==> src/rtl/qdac_pkg.sv <==
package qdac_pkg;

    localparam int NUM_CH = 4;
    localparam int CH_IDX_W = 2;

    typedef enum logic [1:0] {
        GRP_SINGLE = 2'b00,
        GRP_PAIR   = 2'b01,
        GRP_ALL    = 2'b10,
        GRP_STROBE = 2'b11
    } grp_mode_e;

    // configuration register image, bits 5:0
    typedef struct packed {
        grp_mode_e   mode;
        logic [3:0]  range_x2;
    } cfg_t;

    // reference selection, bit 0 = pair A/B
    typedef struct packed {
        logic cd;
        logic ab;
    } vref_t;

    typedef struct packed {
        logic                valid;
        logic [CH_IDX_W-1:0] ch;
    } data_wr_t;

    // channels refreshed by a data write to channel ch under mode m
    function automatic logic [NUM_CH-1:0] grp_mask(grp_mode_e m, logic [CH_IDX_W-1:0] ch);
        logic [NUM_CH-1:0] r;
        r = '0;
        unique case (m)
            GRP_SINGLE: r[ch] = 1'b1;
            GRP_PAIR:   if (ch[0]) begin
                            r[ch]        = 1'b1;
                            r[ch - 2'd1] = 1'b1;
                        end
            GRP_ALL:    if (ch == 2'd3) r = '1;
            default:    r = '0;
        endcase
        return r;
    endfunction

endpackage

==> src/rtl/qdac_pin_sync.sv <==
module qdac_pin_sync #(
    parameter int STAGES = 2
) (
    input  logic clk,
    input  logic rst,
    input  logic pin_n,
    output logic fall
);
    logic [STAGES:0] sh;

    always_ff @(posedge clk) begin
        if (rst) sh <= '1;
        else     sh <= {sh[STAGES-1:0], pin_n};
    end

    assign fall = sh[STAGES] & ~sh[STAGES-1];

    AST_FALL_ONE_CYCLE: assert property (@(posedge clk) disable iff (rst)
        fall |=> !fall);

endmodule

==> src/rtl/qdac_regs.sv <==
module qdac_regs
    import qdac_pkg::*;
#(
    parameter int                DATA_W   = 12,
    parameter int                ADDR_W   = 8,
    parameter logic [ADDR_W-1:0] CH_BASE  = 8'h10,
    parameter logic [ADDR_W-1:0] CFG_ADDR = 8'h1B,
    parameter logic [ADDR_W-1:0] STB_ADDR = 8'h1C
) (
    input  logic                          clk,
    input  logic                          rst,
    input  logic [ADDR_W-1:0]             bus_addr,
    input  logic                          bus_wr,
    input  logic [DATA_W-1:0]             bus_wdata,
    output logic [DATA_W-1:0]             bus_rdata,
    output cfg_t                          cfg,
    output vref_t                         vref,
    output logic [NUM_CH-1:0][DATA_W-1:0] hold,
    output data_wr_t                      dwr,
    output logic                          stb_wr,
    output logic [NUM_CH-1:0]             stb_bits
);
    logic [ADDR_W-1:0]   ch_off;
    logic                hit_ch, hit_cfg, hit_stb;
    logic [CH_IDX_W-1:0] ch_idx;

    assign ch_off  = bus_addr - CH_BASE;
    assign hit_ch  = (ch_off < ADDR_W'(NUM_CH));
    assign ch_idx  = ch_off[CH_IDX_W-1:0];
    assign hit_cfg = (bus_addr == CFG_ADDR);
    assign hit_stb = (bus_addr == STB_ADDR);

    always_ff @(posedge clk) begin
        if (rst) begin
            cfg  <= '0;
            vref <= '0;
        end else if (bus_wr) begin
            if (hit_cfg) cfg  <= cfg_t'(bus_wdata[5:0]);
            if (hit_stb) vref <= vref_t'(bus_wdata[5:4]);
        end
    end

    for (genvar g = 0; g < NUM_CH; g++) begin : g_hold
        always_ff @(posedge clk) begin
            if (rst)
                hold[g] <= '0;
            else if (bus_wr && hit_ch && ch_idx == CH_IDX_W'(g))
                hold[g] <= bus_wdata;
        end
    end

    assign dwr.valid = bus_wr & hit_ch;
    assign dwr.ch    = ch_idx;
    assign stb_wr    = bus_wr & hit_stb;
    assign stb_bits  = bus_wdata[NUM_CH-1:0];

    always_comb begin
        bus_rdata = '0;
        if (hit_ch)       bus_rdata = hold[ch_idx];
        else if (hit_cfg) bus_rdata = DATA_W'(cfg);
        else if (hit_stb) bus_rdata = DATA_W'({vref, 4'b0000});
    end

    AST_CFG_RSVD_ZERO: assert property (@(posedge clk) disable iff (rst)
        hit_cfg |-> bus_rdata[7:6] == 2'b00);
    AST_STB_SELF_CLEAR: assert property (@(posedge clk) disable iff (rst)
        hit_stb |-> bus_rdata[3:0] == 4'h0 && bus_rdata[7:6] == 2'b00);

endmodule

==> src/rtl/qdac_trigger.sv <==
module qdac_trigger
    import qdac_pkg::*;
(
    input  logic              clk,
    input  logic              rst,
    input  grp_mode_e         mode,
    input  logic              pin_en,
    input  logic              pin_fall,
    input  data_wr_t          dwr,
    input  logic              stb_wr,
    input  logic [NUM_CH-1:0] stb_bits,
    output logic [NUM_CH-1:0] load_pend
);
    logic [NUM_CH-1:0] req;

    always_comb begin
        req = '0;
        if (pin_en) begin
            if (pin_fall) req = '1;
        end else if (mode == GRP_STROBE) begin
            if (stb_wr) req = stb_bits;
        end else if (dwr.valid) begin
            req = grp_mask(mode, dwr.ch);
        end
    end

    always_ff @(posedge clk) begin
        if (rst) load_pend <= '0;
        else     load_pend <= req;
    end

    AST_PAIR_COUNT: assert property (@(posedge clk) disable iff (rst)
        (!pin_en && mode == GRP_PAIR) |-> ($countones(req) == 0 || $countones(req) == 2));
    AST_ALL_COUNT: assert property (@(posedge clk) disable iff (rst)
        (!pin_en && mode == GRP_ALL) |-> ($countones(req) == 0 || $countones(req) == NUM_CH));
    AST_PIN_GATES: assert property (@(posedge clk) disable iff (rst)
        (pin_en && !pin_fall) |=> load_pend == '0);
    AST_SINGLE_ONEHOT: assert property (@(posedge clk) disable iff (rst)
        (!pin_en && mode == GRP_SINGLE) |-> $onehot0(req));

endmodule

==> src/rtl/qdac_out_bank.sv <==
module qdac_out_bank
    import qdac_pkg::*;
#(
    parameter int DATA_W = 12
) (
    input  logic                          clk,
    input  logic                          rst,
    input  logic [NUM_CH-1:0]             load_pend,
    input  logic [NUM_CH-1:0][DATA_W-1:0] hold,
    output logic [NUM_CH-1:0][DATA_W-1:0] code
);
    for (genvar g = 0; g < NUM_CH; g++) begin : g_out
        always_ff @(posedge clk) begin
            if (rst)               code[g] <= '0;
            else if (load_pend[g]) code[g] <= hold[g];
        end

        AST_IDLE_STABLE: assert property (@(posedge clk) disable iff (rst)
            !load_pend[g] |=> $stable(code[g]));
        AST_LOAD_TAKES_HOLD: assert property (@(posedge clk) disable iff (rst)
            load_pend[g] |=> code[g] == $past(hold[g]));
    end

endmodule

==> src/rtl/qdac_load_ctrl.sv <==
module qdac_load_ctrl
    import qdac_pkg::*;
#(
    parameter int                DATA_W      = 12,
    parameter int                ADDR_W      = 8,
    parameter logic [ADDR_W-1:0] CH_BASE     = 8'h10,
    parameter logic [ADDR_W-1:0] CFG_ADDR    = 8'h1B,
    parameter logic [ADDR_W-1:0] STB_ADDR    = 8'h1C,
    parameter int                SYNC_STAGES = 2
) (
    input  logic                     clk,
    input  logic                     rst,
    input  logic [ADDR_W-1:0]        bus_addr,
    input  logic                     bus_wr,
    input  logic [DATA_W-1:0]        bus_wdata,
    output logic [DATA_W-1:0]        bus_rdata,
    input  logic                     ext_load_en,
    input  logic                     ext_load_n,
    output logic [NUM_CH*DATA_W-1:0] dac_code,
    output logic [NUM_CH-1:0]        range_x2,
    output logic [1:0]               vref_int
);
    cfg_t                          cfg;
    vref_t                         vref;
    logic [NUM_CH-1:0][DATA_W-1:0] hold;
    logic [NUM_CH-1:0][DATA_W-1:0] code;
    data_wr_t                      dwr;
    logic                          stb_wr;
    logic [NUM_CH-1:0]             stb_bits;
    logic [NUM_CH-1:0]             load_pend;
    logic                          pin_fall;

    qdac_regs #(
        .DATA_W(DATA_W), .ADDR_W(ADDR_W), .CH_BASE(CH_BASE),
        .CFG_ADDR(CFG_ADDR), .STB_ADDR(STB_ADDR)
    ) u_regs (
        .clk(clk), .rst(rst), .bus_addr(bus_addr), .bus_wr(bus_wr),
        .bus_wdata(bus_wdata), .bus_rdata(bus_rdata), .cfg(cfg), .vref(vref),
        .hold(hold), .dwr(dwr), .stb_wr(stb_wr), .stb_bits(stb_bits)
    );

    qdac_pin_sync #(.STAGES(SYNC_STAGES)) u_sync (
        .clk(clk), .rst(rst), .pin_n(ext_load_n), .fall(pin_fall)
    );

    qdac_trigger u_trig (
        .clk(clk), .rst(rst), .mode(cfg.mode), .pin_en(ext_load_en),
        .pin_fall(pin_fall), .dwr(dwr), .stb_wr(stb_wr), .stb_bits(stb_bits),
        .load_pend(load_pend)
    );

    qdac_out_bank #(.DATA_W(DATA_W)) u_bank (
        .clk(clk), .rst(rst), .load_pend(load_pend), .hold(hold), .code(code)
    );

    assign dac_code = code;
    assign range_x2 = cfg.range_x2;
    assign vref_int = {vref.cd, vref.ab};

    AST_RANGE_TRACKS: assert property (@(posedge clk) disable iff (rst)
        (bus_wr && bus_addr == CFG_ADDR) |=> range_x2 == $past(bus_wdata[3:0]));

endmodule

==> config.mk <==
export PLATFORM = sky130hd
export DESIGN_NAME = qdac_load_ctrl
export DESIGN_NICKNAME = d
export VERILOG_FILES = /design/src/rtl/qdac_pkg.sv /design/src/rtl/qdac_pin_sync.sv /design/src/rtl/qdac_regs.sv /design/src/rtl/qdac_trigger.sv /design/src/rtl/qdac_out_bank.sv /design/src/rtl/qdac_load_ctrl.sv
export SDC_FILE = /design/constraint.sdc
export NUM_CORES = 1
export LEC_CHECK = 0
export ABC_AREA = 1
export BUFFER_PORTS_ARGS = -buffer_cell sky130_fd_sc_hd__buf_2
export CORE_MARGIN = 5
export CORE_UTILIZATION = 54
export DETAILED_ROUTE_END_ITERATION = 6
export GPL_TIMING_DRIVEN = 1
export PLACE_DENSITY = 0.79
export SYNTH_ARGS = -nofsm -noshare
export SYNTH_HDL_FRONTEND = slang
export SYNTH_SLANG_ARGS = --single-unit
==> constraint.sdc <==
create_clock -name clk -period 1.5 [get_ports clk]
set_clock_uncertainty 0.05 [all_clocks]
set_input_delay 0.225 -clock clk [delete_from_list [all_inputs] [get_ports clk]]
set_output_delay 0.225 -clock clk [all_outputs]
set_load 0.1 [all_outputs]
==> summary.txt <==
Finish
  • Area grow syn2layout: 33.70%
  • Commonest cells after routing, fill and taps aside: a21oi_1, dfxtp_1, o21ai_0, buf_2, buf_4
  • Commonest non-fill, non-tap cell in the layout: a21oi_1
  • Final #Nets: around 680
  • Antenna cells: 0
  • Filler Cell Count: roughly 600
  • Non-Filler Instances: between 700 and 800
  • Ratio of cells with drive above 1 in the final layout: 0.3927

CTS
  • Clock transition at path regs: around 100 ps
  • Root buffer cell: clkbuf_8
  • Max Buffers Root-to-Sink: 2
  • Insertion delay to the later sink of the worst-skew pair: 380 ps
  • TritonCTS clock tree: yes
  • H-tree levels: 3
  • CTS Buf Count: 9
  • Clk sinks: about 110

Routing
  • Vias/cell: between 5 and 6
  • Residual DRC count: 0
  • Detail Route Antenna Nets: 0
  • Iteration-0 DRC count of the detailed router: 304
  • Post-Route WL: roughly 13000 um
  • DR WL/cell: 17.03 um
  • Initial DRT Pass Iterations: 5
  • DR vias: roughly 4300

Logic synthesis
  • Gate Count Post-Synth: 536
  • Synth cell types: 32
  • Top-area cell type share of the netlist area: 0.5008
  • Avg Cell Area, Syn: about 8.3 um2
  • Syn_nets: between 500 and 600
  • Mapped cell area: 4437 um2
  • Synth area leaders: dfxtp_1, a21oi_1, o21ai_0
  • Register area share after synthesis: 0.5008
  • Synthesized flop and latch total: ~110
  • Largest area contributor in the netlist: dfxtp_1
  • YS warnings: 0

Worst setup path
  • CP cell instances: inv_2, o22ai_1, a221oi_1, buf_4, nor2_4, buf_12
  • Crit path DAT: 1530 ps
  • Slowest-stage cell, CP: dfxtp_2
  • Crit start category: register
  • Kind of critical path: reg2out
  • Max FO, Critical Path: 2
  • Crit end category: primary output
  • CP required: around 1200 ps
  • CP max stage delay: between 300 and 400 ps

STA
  • Final period util: 1.207
  • Final worst slack: -309.9 ps
  • Final-report hold violation count: 0
  • Setup violations, final: 12
  • Hold Slack: 76.01 ps
  • Max-slew violations: 0
  • RSZ-0062 raised after global routing: true
  • Maximum clock frequency: between 0.5 and 0.6 GHz
  • Setup TNS: -2195 ps
  • Relative slew slack: 0.5829
  • Slew @ Worst Pin: ~620 ps
  • Crit path time final: about 1800 ps

Placed design
  • Placed cells: 720
  • Setup WS pre-CTS: -231.7 ps
  • RePlAce Congestion: 0.9429
  • DP Wirelength: a little under 9000 um
  • I/O Buffers: 90

Floorplan
  • Die footprint: roughly 10000 um2
  • Row count: 33
  • CORE AREA: 8093 um2
  • Die W: ~100 um
  • Vert. Die Dim: 100.6 um
  • Starting Density: 0.5482
  • Num ports: 91

Global route
  • Vias in the first global route: about 4000
  • Initial antenna violation count: 0
  • First-pass GRT wire length: between 20000 and 25000 um
  • Largest net degree at the start of global routing: 54
  • GRT Resource Usage Total: 0.2541
  • Grt total ovfl: 0

Power and ir drop
  • Leak: approximately 2.4 nW
  • Max VDD drop: 0.5538 mV
  • Pwr/cell area: approximately 900 nW/um2

Outcome
  • Violated checks: negative setup slack
  • Status: finished, violations left

Run
  • Max_cap viols: 0

Hold path
  • HP Class: in2reg
[final timing paths]
check | startpoint | endpoint | slack [ps] | cells past startpoint
worst max-delay path | u_regs.hold[45] | bus_rdata[9] | -310 | 6
worst min-delay path | rst | u_trig.load_pend[2] | 80 | 2
worst max register to register | u_regs.cfg[5] | u_trig.load_pend[0] | 230 | 8
worst min register to register | u_sync.sh[0] | u_sync.sh[1] | 370 | 1
[kinds of logic (layout without fill, tap and decap cells)]
group,Yosys count,in the layout,share of synthesized area
buffers and inverters,103,224,0.1035
AO/OA/AOI/OAI,236,236,0.2860
flip-flops,111,111,0.5008
AND/OR/NAND/NOR,86,86,0.1097
[report_power, final]
group	switching, mW	total (mW)	internal (mW)
sequential	0.0207	3.00	2.98
combinational	0.444	0.594	0.150
clock	1.06	1.68	0.624
total	1.52	5.28	3.76
[through the flow]
stage               cell area [um2]  power (mW)    util
global placement               5293       3.606  0.6540
finish                         5932       5.280  0.7330
floorplan                      4494       3.445       -
detailed placement             5293       3.618  0.6540
CTS                            5774       5.278  0.7135
global route                   5932       5.464  0.7330
[area by class of cell]
type                            instances  area [um2]  share of cell area
Timing Repair Buffer                  143        1121              0.1890
Tap cell                              105       131.4             0.02215
Clock inverter                          6       55.05            0.009281
Clock buffer                            9       123.9             0.02088
Multi-Input combinational cell        322        1981              0.3339
Sequential cell                       111        2250              0.3792
Inverter                               66       270.3             0.04556
[repair_timing]
| item | in CTS | in global routing |
|---|---|---|
| pin swaps | 16 | 11 |
| gates resized for setup | 60 | 25 |
| setup endpoints to repair | 13 | 13 |
| hold buffers | 1 | 0 |
| setup buffers | 20 | 6 |
| endpoints found under the hold margin | 1 | 0 |
[cells in the mapped netlist]
cell type  instances
nor2_2             1
nand2_2            3
buf_6              5
buf_1              1
o211ai_1           2
nor2_1             7
o21ai_2            4
a221oi_1           6
buf_2              8
o2111ai_1          6
buf_4              6
nand2_1           45
o22ai_1            6
nand2_4            5
o21ai_0           86
nand4_2            1
nor3_1             2
or2_2              2
nor3_4             1
nand4_1            4
nand3_4            1
inv_4              1
clkbuf_1          17
a21oi_1          104
o21ai_1           18
clkinv_1           1
a21oi_2            4
nor2_4             5
inv_1             64
nor2_8             1
nand3_1            8
dfxtp_1          111
[critical path: cells and delay by family (launching register included)]
family | cells | cell delay, ps
buf+inv | 3 | 410
compound gates | 2 | 380
flops | 1 | 340
simple gates | 1 | 40
[metal layers]
| metal | vias to the layer above | track usage | wire [um] | part of all wire |
|---|---|---|---|---|
| li1 | 2060 | - | - | - |
| met1 | 1971 | 0.3062 | 5070 | 0.39 |
| met2 | 199 | 0.4329 | 6324 | 0.49 |
| met3 | 52 | 0.05398 | 1037 | 0.080 |
| met4 | 0 | 0.1150 | 544 | 0.042 |
| met5 | - | 0 | 0 | 0 |
[sequential cells by signal, summed over array words and instances, names as in the netlist]
name,cells
u_regs.hold,48
u_regs.cfg,6
u_sync.sh,3
u_bank.code,48
u_trig.load_pend,4
u_regs.vref,2
Note: power is estimated with default switching activity, not from simulation.
